`src/rtl/tmr_pkg.sv`:
```
package tmr_pkg;
    localparam int BYTE_W = 8;
    localparam int CNT_W  = 2 * BYTE_W;
    localparam int MODE_W = 3;

    typedef enum logic [1:0] {
        ACC_LATCH = 2'd0,
        ACC_LO    = 2'd1,
        ACC_HI    = 2'd2,
        ACC_WORD  = 2'd3
    } acc_e;

    typedef struct packed {
        acc_e                acc;
        logic [MODE_W-1:0]   mode;
        logic                bcd;
        logic                wr_hi;
        logic [BYTE_W-1:0]   wr_hold;
        logic                rd_hi;
        logic                cnt_vld;
        acc_e                cnt_acc;
        logic                cnt_hi;
        logic [CNT_W-1:0]    cnt_snap;
        logic                sts_vld;
        logic [BYTE_W-1:0]   sts_snap;
        logic                load_stb;
        logic [CNT_W-1:0]    load_val;
    } chan_st_t;
endpackage

```
`src/rtl/tmr_cmd_decode.sv`:
```
module tmr_cmd_decode
    import tmr_pkg::*;
#(
    parameter int N_CH = 3
) (
    input  logic              clk,
    input  logic              rst_n,
    input  logic [1:0]        addr,
    input  logic              wr_en,
    input  logic              rd_en,
    input  logic [BYTE_W-1:0] wdata,
    output logic [N_CH-1:0]   cfg_we,
    output logic [N_CH-1:0]   cnt_req,
    output logic [N_CH-1:0]   sts_req,
    output logic [N_CH-1:0]   data_we,
    output logic [N_CH-1:0]   data_re
);
    localparam logic [1:0] CTRL_ADDR = 2'd3;
    localparam logic [1:0] RB_SEL    = 2'd3;

    always_comb begin
        cfg_we  = '0;
        cnt_req = '0;
        sts_req = '0;
        data_we = '0;
        data_re = '0;
        for (int i = 0; i < N_CH; i++) begin
            if (rd_en && addr == 2'(i)) data_re[i] = 1'b1;
            if (wr_en && addr == 2'(i)) data_we[i] = 1'b1;
            if (wr_en && addr == CTRL_ADDR) begin
                if (wdata[7:6] == RB_SEL) begin
                    if (wdata[i+1]) begin
                        cnt_req[i] = ~wdata[5];
                        sts_req[i] = ~wdata[4];
                    end
                end else if (wdata[7:6] == 2'(i)) begin
                    if (wdata[5:4] == ACC_LATCH) cnt_req[i] = 1'b1;
                    else                         cfg_we[i]  = 1'b1;
                end
            end
        end
    end


    data_we_onehot_chk: assert property (@(posedge clk) disable iff (!rst_n)
        $onehot0(data_we));

    cfg_vs_latch_chk: assert property (@(posedge clk) disable iff (!rst_n)
        (cfg_we & (cnt_req | sts_req)) == '0);

    ctrl_no_data_chk: assert property (@(posedge clk) disable iff (!rst_n)
        (|(cfg_we | cnt_req | sts_req)) |-> (data_we == '0));
endmodule

```
`src/rtl/tmr_chan_regs.sv`:
```
module tmr_chan_regs
    import tmr_pkg::*;
(
    input  logic              clk,
    input  logic              rst_n,
    input  logic              cfg_we,
    input  logic              cnt_req,
    input  logic              sts_req,
    input  logic              data_we,
    input  logic              data_re,
    input  logic [BYTE_W-1:0] wdata,
    input  logic [CNT_W-1:0]  live_cnt,
    input  logic              out_lvl,
    output logic [BYTE_W-1:0] rd_byte,
    output logic              load_stb,
    output logic [CNT_W-1:0]  load_val,
    output logic [MODE_W-1:0] mode,
    output logic              bcd
);
    chan_st_t st_d, st_q;

    function automatic logic [BYTE_W-1:0] pick(input logic [CNT_W-1:0] v, input logic hi);
        return hi ? v[CNT_W-1:BYTE_W] : v[BYTE_W-1:0];
    endfunction

    always_comb begin
        st_d          = st_q;
        st_d.load_stb = 1'b0;

        // read data, priority status > count snapshot > live
        if (st_q.sts_vld)      rd_byte = st_q.sts_snap;
        else if (st_q.cnt_vld) rd_byte = pick(st_q.cnt_snap, st_q.cnt_hi);
        else begin
            case (st_q.acc)
                ACC_HI:   rd_byte = pick(live_cnt, 1'b1);
                ACC_WORD: rd_byte = pick(live_cnt, st_q.rd_hi);
                default:  rd_byte = pick(live_cnt, 1'b0);
            endcase
        end

        if (data_re) begin
            if (st_q.sts_vld) begin
                st_d.sts_vld = 1'b0;
            end else if (st_q.cnt_vld) begin
                if (st_q.cnt_acc == ACC_WORD && !st_q.cnt_hi) st_d.cnt_hi  = 1'b1;
                else                                          st_d.cnt_vld = 1'b0;
            end else if (st_q.acc == ACC_WORD) begin
                st_d.rd_hi = ~st_q.rd_hi;
            end
        end

        if (cnt_req && !st_q.cnt_vld) begin
            st_d.cnt_vld  = 1'b1;
            st_d.cnt_snap = live_cnt;
            st_d.cnt_acc  = st_q.acc;
            st_d.cnt_hi   = (st_q.acc == ACC_HI);
        end

        if (sts_req && !st_q.sts_vld) begin
            st_d.sts_vld  = 1'b1;
            st_d.sts_snap = {out_lvl, 1'b0, st_q.acc, st_q.mode, st_q.bcd};
        end

        if (cfg_we) begin
            st_d.acc   = acc_e'(wdata[5:4]);
            st_d.mode  = wdata[3:1];
            st_d.bcd   = wdata[0];
            st_d.wr_hi = 1'b0;
            st_d.rd_hi = 1'b0;
        end

        if (data_we) begin
            case (st_q.acc)
                ACC_HI: begin
                    st_d.load_stb = 1'b1;
                    st_d.load_val = {wdata, {BYTE_W{1'b0}}};
                end
                ACC_WORD: begin
                    if (!st_q.wr_hi) begin
                        st_d.wr_hold = wdata;
                        st_d.wr_hi   = 1'b1;
                    end else begin
                        st_d.load_stb = 1'b1;
                        st_d.load_val = {wdata, st_q.wr_hold};
                        st_d.wr_hi    = 1'b0;
                    end
                end
                default: begin
                    st_d.load_stb = 1'b1;
                    st_d.load_val = {{BYTE_W{1'b0}}, wdata};
                end
            endcase
        end
    end

    always_ff @(posedge clk) begin
        if (!rst_n) begin
            st_q     <= '0;
            st_q.acc <= ACC_WORD;
            st_q.cnt_acc <= ACC_WORD;
        end else begin
            st_q <= st_d;
        end
    end

    assign load_stb = st_q.load_stb;
    assign load_val = st_q.load_val;
    assign mode     = st_q.mode;
    assign bcd      = st_q.bcd;


    lo_load_chk: assert property (@(posedge clk) disable iff (!rst_n)
        (data_we && st_q.acc == ACC_LO) |=> (load_stb && load_val[CNT_W-1:BYTE_W] == '0));

    stb_cause_chk: assert property (@(posedge clk) disable iff (!rst_n)
        load_stb |-> $past(data_we));

    seq_restart_chk: assert property (@(posedge clk) disable iff (!rst_n)
        cfg_we |=> (!st_q.wr_hi && !st_q.rd_hi));

    sts_hold_chk: assert property (@(posedge clk) disable iff (!rst_n)
        (st_q.sts_vld && !data_re) |=> $stable(st_q.sts_snap));

    cnt_survives_sts_chk: assert property (@(posedge clk) disable iff (!rst_n)
        (st_q.sts_vld && st_q.cnt_vld && data_re) |=> st_q.cnt_vld);
endmodule

```
`src/rtl/tmr_bus_frontend.sv`:
```
module tmr_bus_frontend
    import tmr_pkg::*;
#(
    parameter int N_CH = 3
) (
    input  logic                    clk,
    input  logic                    rst_n,
    input  logic [1:0]              addr,
    input  logic                    wr_en,
    input  logic [BYTE_W-1:0]       wdata,
    input  logic                    rd_en,
    output logic [BYTE_W-1:0]       rdata,
    input  logic [N_CH*CNT_W-1:0]   live_cnt,
    input  logic [N_CH-1:0]         ch_out,
    output logic [N_CH-1:0]         load_stb,
    output logic [N_CH*CNT_W-1:0]   load_val,
    output logic [N_CH*MODE_W-1:0]  ch_mode,
    output logic [N_CH-1:0]         ch_bcd
);
    logic [N_CH-1:0]   cfg_we, cnt_req, sts_req, data_we, data_re;
    logic [BYTE_W-1:0] rd_bytes [N_CH];

    tmr_cmd_decode #(.N_CH(N_CH)) i_dec (
        .clk     (clk),
        .rst_n   (rst_n),
        .addr    (addr),
        .wr_en   (wr_en),
        .rd_en   (rd_en),
        .wdata   (wdata),
        .cfg_we  (cfg_we),
        .cnt_req (cnt_req),
        .sts_req (sts_req),
        .data_we (data_we),
        .data_re (data_re)
    );

    for (genvar g = 0; g < N_CH; g++) begin : g_ch
        tmr_chan_regs i_ch (
            .clk      (clk),
            .rst_n    (rst_n),
            .cfg_we   (cfg_we[g]),
            .cnt_req  (cnt_req[g]),
            .sts_req  (sts_req[g]),
            .data_we  (data_we[g]),
            .data_re  (data_re[g]),
            .wdata    (wdata),
            .live_cnt (live_cnt[g*CNT_W +: CNT_W]),
            .out_lvl  (ch_out[g]),
            .rd_byte  (rd_bytes[g]),
            .load_stb (load_stb[g]),
            .load_val (load_val[g*CNT_W +: CNT_W]),
            .mode     (ch_mode[g*MODE_W +: MODE_W]),
            .bcd      (ch_bcd[g])
        );
    end

    always_comb begin
        rdata = '0;
        for (int i = 0; i < N_CH; i++)
            if (rd_en && addr == 2'(i)) rdata = rd_bytes[i];
    end


    no_stb_after_rst_chk: assert property (@(posedge clk)
        !rst_n |=> (load_stb == '0));
endmodule

```
`config.mk`:
```
export PLATFORM = sky130hd
export DESIGN_NAME = tmr_bus_frontend
export DESIGN_NICKNAME = d
export VERILOG_FILES = /design/src/rtl/tmr_pkg.sv /design/src/rtl/tmr_cmd_decode.sv /design/src/rtl/tmr_chan_regs.sv /design/src/rtl/tmr_bus_frontend.sv
export SDC_FILE = /design/constraint.sdc
export NUM_CORES = 1
export LEC_CHECK = 0
export ABC_CLOCK_PERIOD_IN_PS = 2400
export BUFFER_PORTS_ARGS = -buffer_cell sky130_fd_sc_hd__buf_2
export CORE_UTILIZATION = 40
export DETAILED_ROUTE_END_ITERATION = 10
export SKIP_LAST_GASP = 1
export SYNTH_ARGS = -nofsm -noshare
export SYNTH_HDL_FRONTEND = slang
export SYNTH_SLANG_ARGS = --single-unit
```
`constraint.sdc`:
```
create_clock -name clk -period 2.4 [get_ports clk]
set_clock_uncertainty 0.2 [all_clocks]
set_input_delay 0.12 -clock clk [delete_from_list [all_inputs] [get_ports clk]]
set_output_delay 0.12 -clock clk [all_outputs]
set_load 0.01 [all_outputs]
```
== Yosys cells after proc, flatten, opt, wreduce, memory -nomap -nowiden ==
Cells that the tools add are included.

* Mux-type cells: 110
* Equality and inequality tests: 21
* Reduce and logical (&&, ||, !) cells: 61
* Bitwise gates (word level): 15

{| class="wikitable"
|+ Operators with widths
! cell !! number
|-
| 8-bit two-way mux || 18
|-
| 17-bit case mux with 2 select lines || 3
|-
| 9-bit two-way mux || 9
|-
| 1-bit two-way mux || 71
|-
| 20-bit two-way mux || 3
|-
| 17-bit two-way mux || 3
|-
| 8-bit case mux with 2 select lines || 3
|-
| 2-bit == test (second input constant) || 13
|-
| 4-bit AND reduction || 6
|-
| 2-bit nonzero test || 12
|-
| 2-bit AND reduction || 9
|-
| 1-bit logical AND || 16
|-
| 1-bit inverter || 15
|-
| 1-bit zero test || 9
|-
| 3-bit AND reduction || 3
|-
| 2-bit zero test || 3
|-
| 2-bit by 1-bit inequality test with 1-bit output (second input constant) || 3
|-
| 2-bit inequality test (second input constant) || 3
|-
| 2-bit OR reduction || 3
|-
| 2-bit by 1-bit == test with 1-bit output (second input constant) || 2
|}

* Output and inout port bits: 71
* Input bits: 65
* Register bits after elaboration: 183

== Longest topological paths before layout ==
* Word-level depth: 8
* Depth in mapped cells: 8
* Depth with buffers taken out: 5

== By module ==
A second synthesis with hierarchy kept.

* Cell total of the unflattened synthesis: 1105
* Area total of the unflattened synthesis: 9404.0 sq um

{| class="wikitable"
|+ By module, submodules not included
! module !! area an instance (sq um) !! cells each !! sequential area each (sq um) !! times used
|-
| tmr_chan_regs || 2981.6 || 347 || 1221.2 || 3
|-
| tmr_bus_frontend || 270.3 || 35 || 0.0 || 1
|-
| tmr_cmd_decode || 188.9 || 29 || 0.0 || 1
|}

== Least setup slack after synthesis ==
No wires, ideal clock.

* Path type: register -> output
* Start point: register g_ch[2].i_ch.st_q[60] (netlist bit)
* End point: output rdata[0]
* Path buffers: 0
* Cell stages (with the launch flop): 6
* Path slack: 545 ps
* Data arrival time: 1535 ps
* Cell sequence: dfxtp_1 > inv_1 > o21ai_1 > mux2_2 > o21ai_0 > nand3_1

* Longest elaborated chain between the ends: 5

{| class="wikitable"
|+ Ends and longest elaborated chain
! item !! RTL line !! source
|-
| start, declared || tmr_chan_regs.sv:20 || <nowiki>chan_st_t st_d, st_q;</nowiki>
|-
| start signal, assigned || tmr_chan_regs.sv:102 || <nowiki>st_q <= st_d;</nowiki>
|-
| 2-bit == test || tmr_chan_regs.sv:34 || <nowiki>case (st_q.acc)</nowiki>
|-
| 8-bit case mux with 2 select lines * || tmr_chan_regs.sv:34 ||
|-
| 8-bit two-way mux * || tmr_chan_regs.sv:32 || <nowiki>else if (st_q.cnt_vld) rd_byte = pick(st_q.cnt_snap, st_q.cnt_hi);</nowiki>
|-
| 8-bit two-way mux * || tmr_chan_regs.sv:31 || <nowiki>if (st_q.sts_vld) rd_byte = st_q.sts_snap;</nowiki>
|-
| 8-bit two-way mux * || tmr_bus_frontend.sv:60 || <nowiki>if (rd_en && addr == 2'(i)) rdata = rd_bytes[i];</nowiki>
|-
| end, declared || tmr_bus_frontend.sv:12 || <nowiki>output logic [BYTE_W-1:0] rdata,</nowiki>
|}

Mark *: on every way between the ends. The rest lies on a longest branch, timed or not.

== Final worst setup path ==
* Start point: register g_ch[1].i_ch.st_q[46] (netlist bit)
* End point: output rdata[3]

* Longest elaborated chain between the ends: 6

{| class="wikitable"
|+ Ends and longest elaborated chain
! item !! RTL line !! source
|-
| start, declared || tmr_chan_regs.sv:20 ||
|-
| start signal, assigned || tmr_chan_regs.sv:102 ||
|-
| 8-bit two-way mux || tmr_chan_regs.sv:23 || <nowiki>return hi ? v[CNT_W-1:BYTE_W] : v[BYTE_W-1:0];</nowiki>
|-
| 8-bit case mux with 2 select lines || tmr_chan_regs.sv:34 ||
|-
| 8-bit two-way mux || tmr_chan_regs.sv:32 ||
|-
| 8-bit two-way mux || tmr_chan_regs.sv:31 ||
|-
| 8-bit two-way mux (2 in series) || tmr_bus_frontend.sv:60 ||
|}

No other way between the ends.

==> flow_summary.yaml <==
logic_synthesis:
  synth-edff-count: 0
  ys_seq_elements: 183
  yosys_warnings: 0
  syn-num-nets: 1051
  synthFlopType: "dfxtp_1"
  ys_seq_area_share_pct: 40.7
  yosysUniqueCellTypes: 52
  syn_inst: 986
  yosysTopAreaCell: "dfxtp_1"
  ys_async_sr_fraction_pct: 0
  synth.top_cell.area_share_pct: 40.7
  synth_area_leaders: "dfxtp_1, mux2i_1, nor2b_1, buf_4, nand2_1"
  syn_area_sq_mm: 0.00900
  syn_avg_cell_area_sq_um: 9.13
clock_tree:
  htreeDepth: 4
  insertion_delay_ns: 0.44
  cts_tree: "built"
  root_buffer: "clkbuf_16"
  cts_made_buffers: 17
  path_clk_slew_ns: 0.07
  clock_path_buffers: 2
  clkSinkCount: 183
power_and_ir_drop:
  ir_worst_vdd_uv: 346
  comb_power_share_pct: 9.4
  p_clk_share_pct: 43.5
  p_per_area_mw_per_mm2: 603
  intPower_uw: 4950
  seqPwrFrac_pct: 47.2
  power.switching_uw: 1630
  power.leakage_uw: 0.00417
  swShare_pct: 24.7
grt:
  antenna_found_initial: 0
  grt_max_degree: 100
  grt_pass1_wl_um: 37500
  grt-ovfl-total: 0
  grt_pass1_vias: 6951
  grt_usage_pct: 20.5
worst_setup_path:
  critical_path_arrival_ns: 2.20
  setup.worst_path.start: "g_ch[1].i_ch.st_q[46]"
  slowest_delay_ns: 0.45
  timing.rr.start: "g_ch[1].i_ch.st_q[61]"
  worst-path-max-fanout: 3
  critical-path-top-delay-family: "compound AO/OA/AOI/OAI gates"
  start_kind: "flop"
  required_ns: 2.08
  cp_slowest_cell: "a222oi_1"
  ff2ff_setup_slack_ns: 0.38
  path_depth: 6
  path_cells: "nand2b_4 -> a311o_1 -> a21o_1 -> a222oi_1 -> nand3_1 -> buf_2"
  endpoint: "rdata[3]"
  end_kind: "output pin"
  r2r_cells: 5
  cp_num_buf_inv: 1
  r2r-end: "g_ch[1].i_ch.st_q[46]"
  critPathKind: "reg2out"
final_layout:
  fin_cells: 1394
  diodes: 0
  layout-drive-gt1-share_pct: 22.9
  fin_nets: 1166
  syn_to_final_growth_pct: 21.2
worst_hold_path:
  hold_class: "in2reg"
timing:
  rsz0062_at_grt: "true"
  fin_ws_ns: -0.125
  min_period_ns: 2.52
  finalHoldViolCount: 0
  setup_tns_ns: -0.125
  setup_viol: 1
  slew_headroom_pct: 53.4
  fin_crit_sh_pct: 105
  finalMaxSlewViolations: 0
  tightest_slew_ns: 0.699
  fmaxAchievable_ghz: 0.396
detailed_routing:
  drc: 14
  drtIter0Drc: 418
  post_drt_wl_per_cell_um: 16.9
  via_per_inst: 5.12
  wl_um: 23500
  firstDrtPassIters: 8
  vias: 7137
  antenna_left: 0
run_status:
  violations: "DRC, setup timing"
  status: "complete, but fails checks"
floorplan:
  rows: 54
  die-area_sq_mm: 0.0231
  core_area_sq_mm: 0.0220
  fp.dieH_um: 152
  initial_core_util_pct: 41.0
  ios: 136
  fp.dieW_um: 152
placed_design:
  hpwl_um: 15600
  placedCellCount: 1295
  gp_congestion: 0.863
  portBuffers: 135
run:
  maxCapViolCount: 0
[synthesized netlist by cell type (11+ instances only)]
| cell type | count |
|---|---|
| dfxtp_1 | 183 |
| nand2_1 | 117 |
| nor2b_1 | 117 |
| mux2i_1 | 103 |
| buf_4 | 66 |
| clkbuf_1 | 56 |
| nand3_1 | 32 |
| nor2_1 | 31 |
| a22oi_1 | 30 |
| nor3b_1 | 24 |
| a21boi_0 | 17 |
| a21boi_1 | 17 |
| a311oi_1 | 17 |
| mux2_2 | 17 |
| a21oi_1 | 14 |
| buf_2 | 13 |
| o21ai_0 | 13 |
| o211ai_1 | 12 |
| nand2b_1 | 11 |
[cell usage in the layout (no fill, tap or decap), drive strengths merged, types with 2 or more instances in the layout]
| cell type | n |
|---|---|
| clkinvlp | 3 |
| nor2b | 117 |
| o21ai | 18 |
| o21a | 9 |
| and3 | 8 |
| and4b | 2 |
| o211ai | 13 |
| a211o | 6 |
| mux2i | 103 |
| a21oi | 14 |
| nand3 | 32 |
| clkinv | 3 |
| a311oi | 17 |
| xnor2 | 2 |
| mux2 | 17 |
| dlygate4sd3 | 63 |
| a31oi | 7 |
| nor2 | 34 |
| o211a | 9 |
| buf | 175 |
| nand2 | 117 |
| nor3b | 25 |
| nor4b | 2 |
| or3 | 2 |
| nor3 | 5 |
| inv | 9 |
| dfxtp | 183 |
| and2 | 6 |
| a21boi | 34 |
| clkbuf | 18 |
| a41oi | 2 |
| and3b | 3 |
| or2 | 2 |
| bufinv | 2 |
| nand2b | 11 |
| nand3b | 3 |
| a22oi | 30 |
[power by group through the flow]
stage / sequential, uW / combinational [uW] / clock, uW
after floorplan: 3160 / 335 / 0
after global placement: 3170 / 505 / 0
after detailed placement: 3180 / 508 / 0
after CTS: 3110 / 602 / 2930
after global routing: 3110 / 661 / 3060
final: 3110 / 616 / 2860
[per-stage QoR]
step	hold slack, ns	power, uW	instance area [sq um]	setup WS (ns)	util, %
floorplan	0.0592	3500	9000	0.545	-
global placement	0.184	3680	9520	0.289	43.4
detailed placement	0.184	3680	9520	0.222	43.4
CTS	0.0425	6640	10800	-0.100	49.3
global route	0.0576	6830	10900	-0.166	49.7
finish	0.0610	6580	10900	-0.125	49.7
[worst min-delay path: stages]
cell and delay (ns):
buf_2 0.16, nand3b_1 0.19, a21oi_1 0.09, nor2b_1 0.10
[cell type report]
class	count	area (sq um)
inverters	3	11.3
clock inverters	14	165
fillers	2034	11000
multi-input cells	658	4610
clock buffers	18	429
well taps	280	350
flip-flops and latches	183	3670
repair buffers	238	1680
[metal layers]
metal / part of all wire (%) / wire (um) / up-vias / GRT usage, %
met3: 3.7 / 873 / 33 / 4.14
met2: 47 / 11000 / 144 / 33.3
met5: 0 / 0 / - / 0
met4: 1.8 / 420 / 0 / 6.90
li1: - / - / 3570 / -
met1: 48 / 11200 / 3390 / 27.1
[cell families (layout without fill, tap and decap cells)]
| kind of cell | Yosys count | in the layout | synth area share, % |
|---|---|---|---|
| AND/OR/NAND/NOR | 372 | 372 | 22.7 |
| flip-flops | 183 | 183 | 40.7 |
| AO/OA/AOI/OAI | 163 | 163 | 13.4 |
| buffers and inverters | 145 | 273 | 9.39 |
| multiplexers | 120 | 120 | 13.6 |
| XOR/XNOR | 3 | 3 | 0.292 |
[sequential cells by signal (all words and copies together) (netlist names)]
| name | count |
|---|---|
| g_ch.i_ch.load_val | 48 |
| g_ch.i_ch.load_stb | 3 |
| g_ch.i_ch.st_q | 120 |
| g_ch.i_ch.bcd | 3 |
| g_ch.i_ch.mode | 9 |
[repair_timing]
action                                  4_1_cts  5_1_grt
hold endpoints to repair                     86        0
endpoints found under the setup margin        8        8
resized for setup                            12       21
hold buffers                                 63        0
buffers inserted                              4        0
pin swaps                                     4        4
[worst min path at each step]
stage | start | endpoint | slack [ns] | cells past startpoint
6_report | addr[0] | g_ch[1].i_ch.st_q[25] | 0.06 | 4
5_1_grt | wdata[1] | g_ch[2].i_ch.mode[0] | 0.06 | 4
4_1_cts | wdata[1] | g_ch[1].i_ch.st_q[48] | 0.04 | 4
3_5_place_dp | live_cnt[39] | g_ch[2].i_ch.st_q[33] | 0.18 | 3
3_3_place_gp | live_cnt[46] | g_ch[2].i_ch.st_q[40] | 0.18 | 3
2_1_floorplan | live_cnt[32] | g_ch[2].i_ch.st_q[26] | 0.06 | 2
Power figures use the tool's default switching activity.
